[src/rtl/exc_pkg.sv]
package exc_pkg;

    localparam int NTRAP  = 4;
    localparam int CODE_W = 4;

    localparam logic [4:0] IDX_STATUS = 5'd12;
    localparam logic [4:0] IDX_CAUSE  = 5'd13;
    localparam logic [4:0] IDX_EPC    = 5'd14;

    localparam logic [CODE_W-1:0] CODE_INTR     = 4'd0;
    localparam logic [CODE_W-1:0] CODE_LD_ALIGN = 4'd4;
    localparam logic [CODE_W-1:0] CODE_SYSCALL  = 4'd8;
    localparam logic [CODE_W-1:0] CODE_ILLEGAL  = 4'd10;
    localparam logic [CODE_W-1:0] CODE_OVERFLOW = 4'd12;

    typedef enum logic [1:0] {
        ST_RUN,
        ST_ENTER,
        ST_RETURN
    } exc_state_e;

    // trap_req bit position -> cause code
    function automatic logic [CODE_W-1:0] trap_code(input int idx);
        case (idx)
            0:       trap_code = CODE_ILLEGAL;
            1:       trap_code = CODE_LD_ALIGN;
            2:       trap_code = CODE_OVERFLOW;
            default: trap_code = CODE_SYSCALL;
        endcase
    endfunction

endpackage

[src/rtl/exc_prio.sv]
module exc_prio
    import exc_pkg::*;
#(
    parameter int NSRC = 8
) (
    input  logic [NTRAP-1:0]  trap_req,
    input  logic [NSRC-1:0]   pending,
    input  logic [NSRC-1:0]   mask,
    input  logic              irq_en,
    output logic              take,
    output logic [CODE_W-1:0] code
);

    logic trap_hit;
    logic irq_hit;

    always_comb begin
        trap_hit = |trap_req;
        irq_hit  = irq_en & (|(pending & mask));
        code     = CODE_INTR;
        // scan downward so the lowest set trap bit decides
        for (int i = NTRAP - 1; i >= 0; i--) begin
            if (trap_req[i]) begin
                code = trap_code(i);
            end
        end
        take = trap_hit | irq_hit;
    end

endmodule

[src/rtl/exc_mode_stack.sv]
module exc_mode_stack #(
    parameter int DEPTH = 3
) (
    input  logic               clk,
    input  logic               rst_n,
    input  logic               push,
    input  logic               pop,
    input  logic               load,
    input  logic [2*DEPTH-1:0] load_val,
    output logic [2*DEPTH-1:0] stack_q
);

    localparam int W = 2 * DEPTH;

    always_ff @(posedge clk) begin
        if (!rst_n) begin
            stack_q <= '0;
        end else if (push) begin
            stack_q <= {stack_q[W-3:0], 2'b00};
        end else if (pop) begin
            stack_q <= {stack_q[W-1 -: 2], stack_q[W-1:2]};
        end else if (load) begin
            stack_q <= load_val;
        end
    end

endmodule

[src/rtl/exc_ctrl_unit.sv]
module exc_ctrl_unit
    import exc_pkg::*;
#(
    parameter int               XLEN        = 32,
    parameter int               HW_N        = 6,
    parameter int               SW_N        = 2,
    parameter int               STACK_DEPTH = 3,
    parameter logic [XLEN-1:0]  HANDLER     = 32'h8000_0080
) (
    input  logic             clk,
    input  logic             rst_n,
    input  logic [NTRAP-1:0] trap_req,
    input  logic [HW_N-1:0]  irq_lines,
    input  logic [XLEN-1:0]  cur_pc,
    input  logic             eret_req,
    input  logic             cp_wr,
    input  logic [4:0]       cp_idx,
    input  logic [XLEN-1:0]  cp_wdata,
    output logic [XLEN-1:0]  cp_rdata,
    output logic             redirect_valid,
    output logic [XLEN-1:0]  redirect_pc,
    output logic             kernel_mode
);

    localparam int NSRC     = HW_N + SW_N;
    localparam int SRC_LSB  = 8;
    localparam int CODE_LSB = 2;
    localparam int STK_W    = 2 * STACK_DEPTH;

    exc_state_e state_q, state_d;

    logic [NSRC-1:0]   mask_q;
    logic [SW_N-1:0]   sw_q;
    logic [CODE_W-1:0] code_q;
    logic [XLEN-1:0]   epc_q;
    logic [STK_W-1:0]  stack_q;
    logic [NSRC-1:0]   pending;
    logic [CODE_W-1:0] sel_code;
    logic              take_raw;
    logic              ie;
    logic              in_run;
    logic              do_take;
    logic              do_eret;
    logic              do_wr;

    assign pending = {irq_lines, sw_q};
    assign ie      = stack_q[0];
    assign in_run  = (state_q == ST_RUN);
    assign do_take = in_run & take_raw;
    assign do_eret = in_run & ~take_raw & eret_req;
    assign do_wr   = in_run & ~take_raw & ~eret_req & cp_wr;

    exc_prio #(.NSRC(NSRC)) i_prio (
        .trap_req (trap_req),
        .pending  (pending),
        .mask     (mask_q),
        .irq_en   (ie),
        .take     (take_raw),
        .code     (sel_code)
    );

    exc_mode_stack #(.DEPTH(STACK_DEPTH)) i_stack (
        .clk      (clk),
        .rst_n    (rst_n),
        .push     (do_take),
        .pop      (do_eret),
        .load     (do_wr && cp_idx == IDX_STATUS),
        .load_val (cp_wdata[STK_W-1:0]),
        .stack_q  (stack_q)
    );

    // state register
    always_ff @(posedge clk) begin
        if (!rst_n) begin
            state_q <= ST_RUN;
        end else begin
            state_q <= state_d;
        end
    end

    // transitions
    always_comb begin
        state_d = ST_RUN;
        unique case (state_q)
            ST_RUN: begin
                if (take_raw) begin
                    state_d = ST_ENTER;
                end else if (eret_req) begin
                    state_d = ST_RETURN;
                end else begin
                    state_d = ST_RUN;
                end
            end
            ST_ENTER:  state_d = ST_RUN;
            ST_RETURN: state_d = ST_RUN;
            default:   state_d = ST_RUN;
        endcase
    end

    // outputs per state
    always_comb begin
        redirect_valid = 1'b0;
        redirect_pc    = '0;
        unique case (state_q)
            ST_RUN: begin
                redirect_valid = 1'b0;
                redirect_pc    = '0;
            end
            ST_ENTER: begin
                redirect_valid = 1'b1;
                redirect_pc    = HANDLER;
            end
            ST_RETURN: begin
                redirect_valid = 1'b1;
                redirect_pc    = epc_q;
            end
            default: begin
                redirect_valid = 1'b0;
                redirect_pc    = '0;
            end
        endcase
    end

    assign kernel_mode = ~stack_q[1];

    // cause / epc / mask registers
    always_ff @(posedge clk) begin
        if (!rst_n) begin
            mask_q <= '0;
            sw_q   <= '0;
            code_q <= '0;
            epc_q  <= '0;
        end else if (do_take) begin
            code_q <= sel_code;
            epc_q  <= cur_pc;
        end else if (do_wr) begin
            if (cp_idx == IDX_STATUS) begin
                mask_q <= cp_wdata[SRC_LSB +: NSRC];
            end
            if (cp_idx == IDX_CAUSE) begin
                sw_q <= cp_wdata[SRC_LSB +: SW_N];
            end
            if (cp_idx == IDX_EPC) begin
                epc_q <= cp_wdata;
            end
        end
    end

    // move-from read port
    always_comb begin
        cp_rdata = '0;
        if (cp_idx == IDX_STATUS) begin
            cp_rdata[SRC_LSB +: NSRC] = mask_q;
            cp_rdata[STK_W-1:0]       = stack_q;
        end else if (cp_idx == IDX_CAUSE) begin
            cp_rdata[SRC_LSB +: NSRC]   = pending;
            cp_rdata[CODE_LSB +: CODE_W] = code_q;
        end else if (cp_idx == IDX_EPC) begin
            cp_rdata = epc_q;
        end
    end

endmodule

[config.mk]
export PLATFORM = sky130hd
export DESIGN_NAME = exc_ctrl_unit
export DESIGN_NICKNAME = d
export VERILOG_FILES = /design/src/rtl/exc_pkg.sv /design/src/rtl/exc_prio.sv /design/src/rtl/exc_mode_stack.sv /design/src/rtl/exc_ctrl_unit.sv
export SDC_FILE = /design/constraint.sdc
export NUM_CORES = 1
export LEC_CHECK = 0
export ABC_CLOCK_PERIOD_IN_PS = 2250
export CORE_AREA = 2 2 107 78
export DETAILED_ROUTE_END_ITERATION = 7
export DIE_AREA = 0 0 109 80
export HOLD_SLACK_MARGIN = 0.15
export PLACE_DENSITY_LB_ADDON = 0.25
export SETUP_SLACK_MARGIN = 0.15
export SLEW_MARGIN = 30
export SYNTH_ARGS = -nofsm -noshare
export SYNTH_HDL_FRONTEND = slang
export SYNTH_SLANG_ARGS = --single-unit
[constraint.sdc]
create_clock -name clk -period 2.25 [get_ports clk]
set_clock_uncertainty 0.2 [all_clocks]
set_input_delay 0.3375 -clock clk [delete_from_list [all_inputs] [get_ports clk]]
set_output_delay 0.3375 -clock clk [all_outputs]
set_load 0.02 [all_outputs]
==> results of run 1 <==
-- cell usage after synthesis (all sizes together) (8+ instances only) --
cell type,n
nand2,72
dfxtp,53
o21ai,47
and3,31
a31oi,29
clkbuf,26
and2,19
mux2i,19
nand3,15
nor2b,13
a21oi,12
nor2,12
inv,8
-- cell families (layout without fill, tap and decap cells) --
logic type      after synthesis  in the layout  share of synthesized area [%]
compound gates              114            114                           22.7
simple gates                183            183                           30.3
fa+ha+maj                     3              3                           1.22
flops                        53             53                           34.4
buf+inv                      41            235                           5.31
mux                          19             19                           6.16
-- final cells by class --
cell class	count	area [µm²]	share of cell area [%]
Clock inverter	2	15.0	0.289
Clock buffer	6	72.6	1.40
Multi-Input combinational cell	319	1940	37.4
Inverter	8	30.0	0.578
Timing Repair Buffer	219	1940	37.4
Tap cell	101	126	2.43
Sequential cell	53	1070	20.5
-- metrics by stage --
stage	std cells	setup TNS [ns]	util, %	area (µm²)	hold WS (ns)
finish	708	0	67.8	5200	0.280
CTS	702	0	66.1	5070	0.273
global route	708	-1.30	67.8	5200	0.304
floorplan	413	0	-	3090	0.234
detailed placement	682	-32.69	65.4	5010	0.256
global placement	682	-28.44	65.4	5010	0.242
-- critical path, cell delays in order, from the launching register on --
cell,delay [ns]
dfxtp_2,0.34
a22o_1,0.24
o41a_1,0.53
buf_6,0.17
nor3_4,0.21
buf_6,0.19
mux2i_1,0.20
nor2b_1,0.06
-- final timing paths --
| kind | startpoint | to | slack [ns] | depth (start not counted) |
|---|---|---|---|---|
| worst max-delay path | mask_q[5] | mask_q[0] | 0.006 | 7 |
| worst min-delay path | code_q[2] | code_q[2] | 0.28 | 2 |
| worst max register to register | mask_q[5] | mask_q[0] | 0.006 | 7 |
| worst min register to register | code_q[2] | code_q[2] | 0.28 | 2 |
-- repair_timing --
action	4_1_cts	5_1_grt
setup buffers	7	3
resized for setup	332	31
endpoints found under the setup margin	117	103
cloned	5	3
pin swaps	14	7
-- registers in the layout (all words and copies together), names as in the netlist --
register / flops
sw_q: 2
i_stack.stack_q: 6
code_q: 3
state_q: 2
mask_q: 8
epc_q: 32
-- metal layers --
metal | track usage, % | part of all wire [%] | vias up
li1 | - | - | 1866
met1 | 37.1 | 45 | 1875
met2 | 46.8 | 45 | 199
met3 | 6.53 | 8.3 | 19
met4 | 6.03 | 1.5 | 0
met5 | 0 | 0 | -
-- placed cells by master (no fill, tap or decap), drive strengths merged, types with 3 or more instances in the layout --
cell type      netlist  layout
a31oi               29      29
clkbuf              26      10
clkdlybuf4s50        0      72
dlygate4sd2          0       9
o21ai               47      47
and3                31      31
a22oi                6       6
and2                19      19
nand4                6       6
nor2b               13      13
nand2               72      72
mux2i               19      19
a22o                 7       7
nor2                12      12
ha                   3       3
dfxtp               53      53
a21oi               12      12
inv                  8       8
nand3               15      15
o22ai                4       4
buf                  7     134
nor3                 5       5
-- report_power, final --
part	internal [µW]	switching, µW
logic	320	283
registers	1010	59.0
clock network	220	324
==> metrics.cfg, run 1 <==
[die]
die_h_um = 80
num_rows = 27
coreArea_um2 = 7670
top_level_ports = 149
dieArea_um2 = 8720
die_w_um = 109
start_util_pct = 40.3

[clocking]
cts_hold_buf = 0
clock_latency_ns = 0.31
cts_buffers = 5
root_buffer = clkbuf_8
htreeDepth = 2
cts_tree = yes
clk_pin_slew_ns = 0.10
ctsLongestPathBuffers = 2
cts.sinks = 53

[synthesis]
synth_top_area_cell = dfxtp_1
synthArstFlopShare_pct = 0
synth-edff-count = 0
yosysSeqAreaShare_pct = 34.4
ys_ff_latch = 53
synthTopCellsByArea = dfxtp_1 34%, nand2_1 8.8%, o21ai_0 7.5%, and3_1 6.3%, mux2i_1 6.2%
synthCells = 413
ys_warn_count = 0
syn_nets = 499
avgSynthCellArea_um2 = 7.47
synthFlopType = dfxtp_1
synth.cell_area_um2 = 3090
synth_top_area_share_pct = 34.4
yosysUniqueCellTypes = 39

[timing]
fin_ws_ns = 0.00591
hold_viol = 0
relSlewSlack_pct = 73.9
fin_crit_sh_pct = 99.7
max_clock_freq_ghz = 0.446
setup_violations = 0
worstMarginPinSlew_ns = 0.387
period_needed_ns = 2.24
rsz0062_at_grt = yes
maxSlewViolCount = 0

[finish]
nets = 692
synthToLayoutAreaGrowth_pct = 68.4
fillers = 673
drive_above_1_share_pct = 27.7
n_antenna_cell = 0

[route]
vias = 3959
drt-pass1-iter-count = 4
vias_per_cell = 5.59
wirelength_um = 12800
drtIter0Drc = 265
wl_per_cell_um = 18.1
drc_errors = 0
ant_nets = 0

[place]
numPortBuffers = 148
gp_congestion = 0.945
place_ws_ns = -0.528
dp_hpwl_um = 8880

[global_routing]
first_global_vias = 3860
antenna_found_initial = 0
grt-ovfl-total = 0
grt_usage_pct = 28.2
grt_max_degree = 53
grt_pass1_wl_um = 19100

[job]
maxCapViolCount = 0

[worst_setup_path]
cp-end-kind = register
cp_max_fo = 5
arrival_ns = 2.24
start_kind = register
critPathKind = register to register
required_ns = 2.25

[power_and_ir_drop]
peakVddDrop_uv = 288
power.leakage_uw = 0.00241
finalPower_uw = 2220
powerDensity_nw_per_um2 = 426

[status]
outcome = completed

[hold_path]
min_path_type = register to register

No activity file was read; power rests on OpenSTA's default activity.
==> run 2, diff against run 1 <==
- CORE_AREA: 2 2 107 78 -> 2 2 125 90
- DIE_AREA: 0 0 109 80 -> 0 0 127 92
==> metrics.cfg, run 2 (synthesized netlist as in run 1, its figures left out) <==
[finish]
nets = 707
design_area_um2 = 5880
multiInputGateArea_um2 = 2220
mostFrequentLayoutCells = 71 x clkdlybuf4s50_1, 67 x buf_4, 48 x dfxtp_1
largest_registers = epc_q (32), mask_q (8), i_stack.stack_q (6)
top_register = epc_q
largest_reg_flops = 32
synthToLayoutAreaGrowth_pct = 90.6
n_antenna_cell = 0
fillers = 1049
drive_above_1_share_pct = 38.6
final_common_cell = clkdlybuf4s50_1
seq_area_um2 = 1070

[timing]
rsz0062_at_grt = yes
worstMarginPinSlew_ns = 0.316
maxSlewViolCount = 0
fin_crit_sh_pct = 97.9
max_clock_freq_ghz = 0.454
hold_viol = 0
setup_violations = 0
relSlewSlack_pct = 78.8
period_needed_ns = 2.20

[worst_setup_path]
crit_path_top_delay_cell = o41a_1
critPathKind = register to register
path_cells = a22o_1 -> o41a_1 -> buf_4 -> o21ai_4 -> buf_6 -> buf_16 -> nand2_2 -> a31oi_1
worst_path_largest_cell_delay_ns = 0.46
required_ns = 2.27
cp-end-kind = register
start_kind = register
cp_max_fo = 6
arrival_ns = 2.23

[power_and_ir_drop]
switching_share_pct = 27.2
power.leakage_uw = 0.00269
p_clk_share_pct = 36.0
seq_power_share_pct = 38.5
powerDensity_nw_per_um2 = 472
p_switching_uw = 756
finalPower_uw = 2780
peakVddDrop_uv = 399
internal_power_uw = 2020
pwr-share-comb_pct = 25.5

[route]
drt-pass1-iter-count = 5
wl_met2_um = 6080
vias = 3899
wl_met1_um = 6390
drtIter0Drc = 190
wirelength_um = 13500
met3_length_um = 782
vias_per_cell = 5.14
wl_per_cell_um = 17.8
top_layer_used = met5
drc_errors = 0
ant_nets = 0

[clocking]
cts_tree = yes
cts_buffers = 5
cts.sinks = 53
htreeDepth = 2
cts_hold_buf = 0
ctsLongestPathBuffers = 2
clock_latency_ns = 0.29
clk_pin_slew_ns = 0.07
root_buffer = clkbuf_16

[global_routing]
grt_usage_pct = 22.5
grt_pass1_wl_um = 20800
grt-ovfl-total = 0
grt_max_degree = 55
antenna_found_initial = 1
first_global_vias = 3874

[die]
num_rows = 32
die_w_um = 127
dieArea_um2 = 11700
die_h_um = 92
coreArea_um2 = 10700
top_level_ports = 149
start_util_pct = 29.0

[status]
outcome = completed

[job]
maxCapViolCount = 0

[place]
gp_congestion = 0.937
numPortBuffers = 148
place_area_um2 = 5150
dp_hpwl_um = 9290

[hold_path]
min_path_type = register to register

-- run 2: changes by cell type in the layout (fill, tap and decap cells not counted), sizes merged --
cell,previous run,this run
buf,134,151
clkdlybuf4s50,72,71
bufinv,0,2
dlymetal6s2s,0,1
clkinv,0,1
clkinvlp,2,0
dlygate4sd2,9,8
clkbuf,10,8
-- run 2: critical path: cells and delay by family (launching register included) --
family          cells  cell delay (ns)
buf+inv             3             0.47
flops               1             0.33
compound gates      4             1.07
simple gates        1             0.04
-- run 2: final cells by class --
cell class                 count  area share (%)
multi-input combinational    319            37.8
timing repair buffer         234            37.4
sequential                    53            18.1
tap                          136            2.89
clock buffer                   5            2.13
clock inverter                 3            1.11
inverter                       8           0.511
-- run 2: power groups by stage --
stage / Combinational (µW) / Sequential (µW) / Clock (µW)
floorplan: 240 / 1060 / 0
global placement: 558 / 1080 / 0
detailed placement: 564 / 1090 / 0
CTS: 644 / 1070 / 1020
global route: 760 / 1080 / 1050
finish: 707 / 1070 / 1000
-- run 2: final timing paths --
path | startpoint | cells past startpoint | end | slack, ns
worst min-delay path | code_q[2] | 2 | code_q[2] | 0.27
worst max-delay path | sw_q[0] | 8 | epc_q[28] | 0.05
worst min register to register | code_q[2] | 2 | code_q[2] | 0.27
worst max register to register | sw_q[0] | 8 | epc_q[28] | 0.05
-- run 2: timing repair --
| item | CTS | global route |
|---|---|---|
| gates resized for setup | 373 | 93 |
| cloned | 6 | 1 |
| setup endpoints to repair | 111 | 92 |
| buffers inserted | 12 | 5 |
| pin swaps | 23 | 53 |
-- run 2: metrics by stage --
stage / instances / hold slack (ns) / setup slack, ns / util, % / TNS, ns
floorplan: 413 / 0.234 / 0.192 / - / 0
global placement: 726 / 0.246 / -0.455 / 48.3 / -29.26
detailed placement: 726 / 0.272 / -0.498 / 48.3 / -31.73
CTS: 752 / 0.274 / 0.0447 / 52.5 / 0
global route: 758 / 0.306 / -0.0283 / 55.2 / -0.0820
finish: 758 / 0.274 / 0.0467 / 55.2 / 0
-- run 2: routing by layer --
| metal | vias to the layer above | global-route usage (%) |
|---|---|---|
| met5 | - | 0 |
| met4 | 2 | 4.85 |
| met3 | 19 | 4.32 |
| met2 | 150 | 36.6 |
| met1 | 1821 | 31.1 |
| li1 | 1907 | - |
==> run 3, diff against run 2 <==
- PLACE_DENSITY_LB_ADDON: 0.25 -> 0.08
==> metrics.cfg, run 3 (synthesized netlist as in run 1, its figures left out) <==
[power_and_ir_drop]
peakVddDrop_uv = 290
finalPower_uw = 2590
power.leakage_uw = 0.00258
powerDensity_nw_per_um2 = 435

[clocking]
cts.sinks = 53
cts_tree = yes
root_buffer = clkbuf_16
clk_pin_slew_ns = 0.07
cts_hold_buf = 0
clock_latency_ns = 0.30
htreeDepth = 2
ctsLongestPathBuffers = 2
cts_buffers = 5

[timing]
max_clock_freq_ghz = 0.446
fin_crit_sh_pct = 99.7
relSlewSlack_pct = 77.3
period_needed_ns = 2.24
hold_viol = 0
worstMarginPinSlew_ns = 0.337
fin_ws_ns = 0.00636
maxSlewViolCount = 0
setup_violations = 0
whs_ns = 0.263
rsz0062_at_grt = yes

[route]
ant_nets = 0
drt-pass1-iter-count = 5
wl_per_cell_um = 18.7
drc_errors = 0
vias = 3980
drtIter0Drc = 247
vias_per_cell = 5.24
wirelength_um = 14200

[place]
dp.cells = 728
place_area_um2 = 5180
place_ws_ns = -0.498
gp_congestion = 0.872
dp_hpwl_um = 9340
numPortBuffers = 148

[die]
die_h_um = 92
top_level_ports = 149
num_rows = 32
coreArea_um2 = 10700
die_w_um = 127
dieArea_um2 = 11700
start_util_pct = 29.0

[hold_path]
min_path_type = register to register

[finish]
mostFrequentLayoutCells = 72 x clkdlybuf4s50_1, 62 x buf_4, 49 x dfxtp_1
drive_above_1_share_pct = 36.9
largest_registers = epc_q (32), mask_q (8), i_stack.stack_q (6)
largest_reg_flops = 32
multiInputGateArea_um2 = 2210
design_area_um2 = 5960
top_register = epc_q
stdcell_count = 759
nets = 708
synthToLayoutAreaGrowth_pct = 93.1
fillers = 976
seq_area_um2 = 1070
n_antenna_cell = 0
final_common_cell = clkdlybuf4s50_1

[worst_setup_path]
timing.rr.end = epc_q[7]
critPathKind = register to register
crit_end = epc_q[7]
required_ns = 2.28
r2r-start = sw_q[1]
start_kind = register
cp_max_fo = 5
arrival_ns = 2.28
r2r_slack_ns = 0.006
critPathLaunch = sw_q[1]
r2r.worst_path.cells = 8
cp-end-kind = register

[global_routing]
grt-ovfl-total = 0
antenna_found_initial = 0
grt_pass1_wl_um = 20900
grt_usage_pct = 22.9
first_global_vias = 3838
grt_max_degree = 56

[job]
maxCapViolCount = 0

[status]
outcome = completed

run 3: cell types whose count changed in the layout (fill, tap and decap cells not counted), moves of 11 or more:
cell / delta
and3_1: -20
and3_4: +20
and2_1: +15
and2_4: -15
buf_2: -12
o21ai_0: +11
run 3: repair_timing:
action / 4_1_cts / 5_1_grt
pin swaps: 22 / 46
setup buffers: 10 / 4
cloned: 5 / 4
endpoints found under the setup margin: 114 / 93
resized for setup: 294 / 141
run 3: per-layer routing:
layer	GRT usage, %	routed length [µm]	up-vias
met5	0	0	-
met3	4.20	948	15
met1	32.8	6750	1905
met2	35.6	6330	151
met4	5.95	172	0
li1	-	-	1909
run 3: worst min path at each step:
stage	end	slack, ns	depth (start not counted)	startpoint
final	code_q[2]	0.26	2	code_q[2]
after floorplan	code_q[2]	0.23	2	code_q[2]
after global placement	code_q[2]	0.24	2	code_q[2]
after global routing	code_q[2]	0.29	2	code_q[2]
after detailed placement	code_q[2]	0.26	2	code_q[2]
after CTS	code_q[2]	0.28	2	code_q[2]
run 3: per-stage QoR:
stage | util [%] | setup TNS [ns]
finish | 56.0 | 0
global route | 56.0 | -1.83
CTS | 50.6 | 0
detailed placement | 48.6 | -31.83
global placement | 48.6 | -30.58
floorplan | - | 0
run 3: report_power, final:
group,switching [µW],internal [µW]
clock,369,410
combinational,351,397
sequential,58.3,1010
run 3: layout make-up:
class | count | share of cell area, %
timing repair buffer | 235 | 39.3
multi-input combinational | 319 | 37.0
sequential | 53 | 17.9
tap | 136 | 2.86
clock buffer | 5 | 2.10
inverter | 8 | 0.504
clock inverter | 3 | 0.294
run 3: critical path, stage by stage, from the launching register on:
cell and delay, ns:
dfxtp_2 0.32, a22o_1 0.26, o41a_1 0.50, buf_6 0.16
o21ai_4 0.21, buf_6 0.16, clkbuf_16 0.16, nand2_4 0.04
a31oi_1 0.15
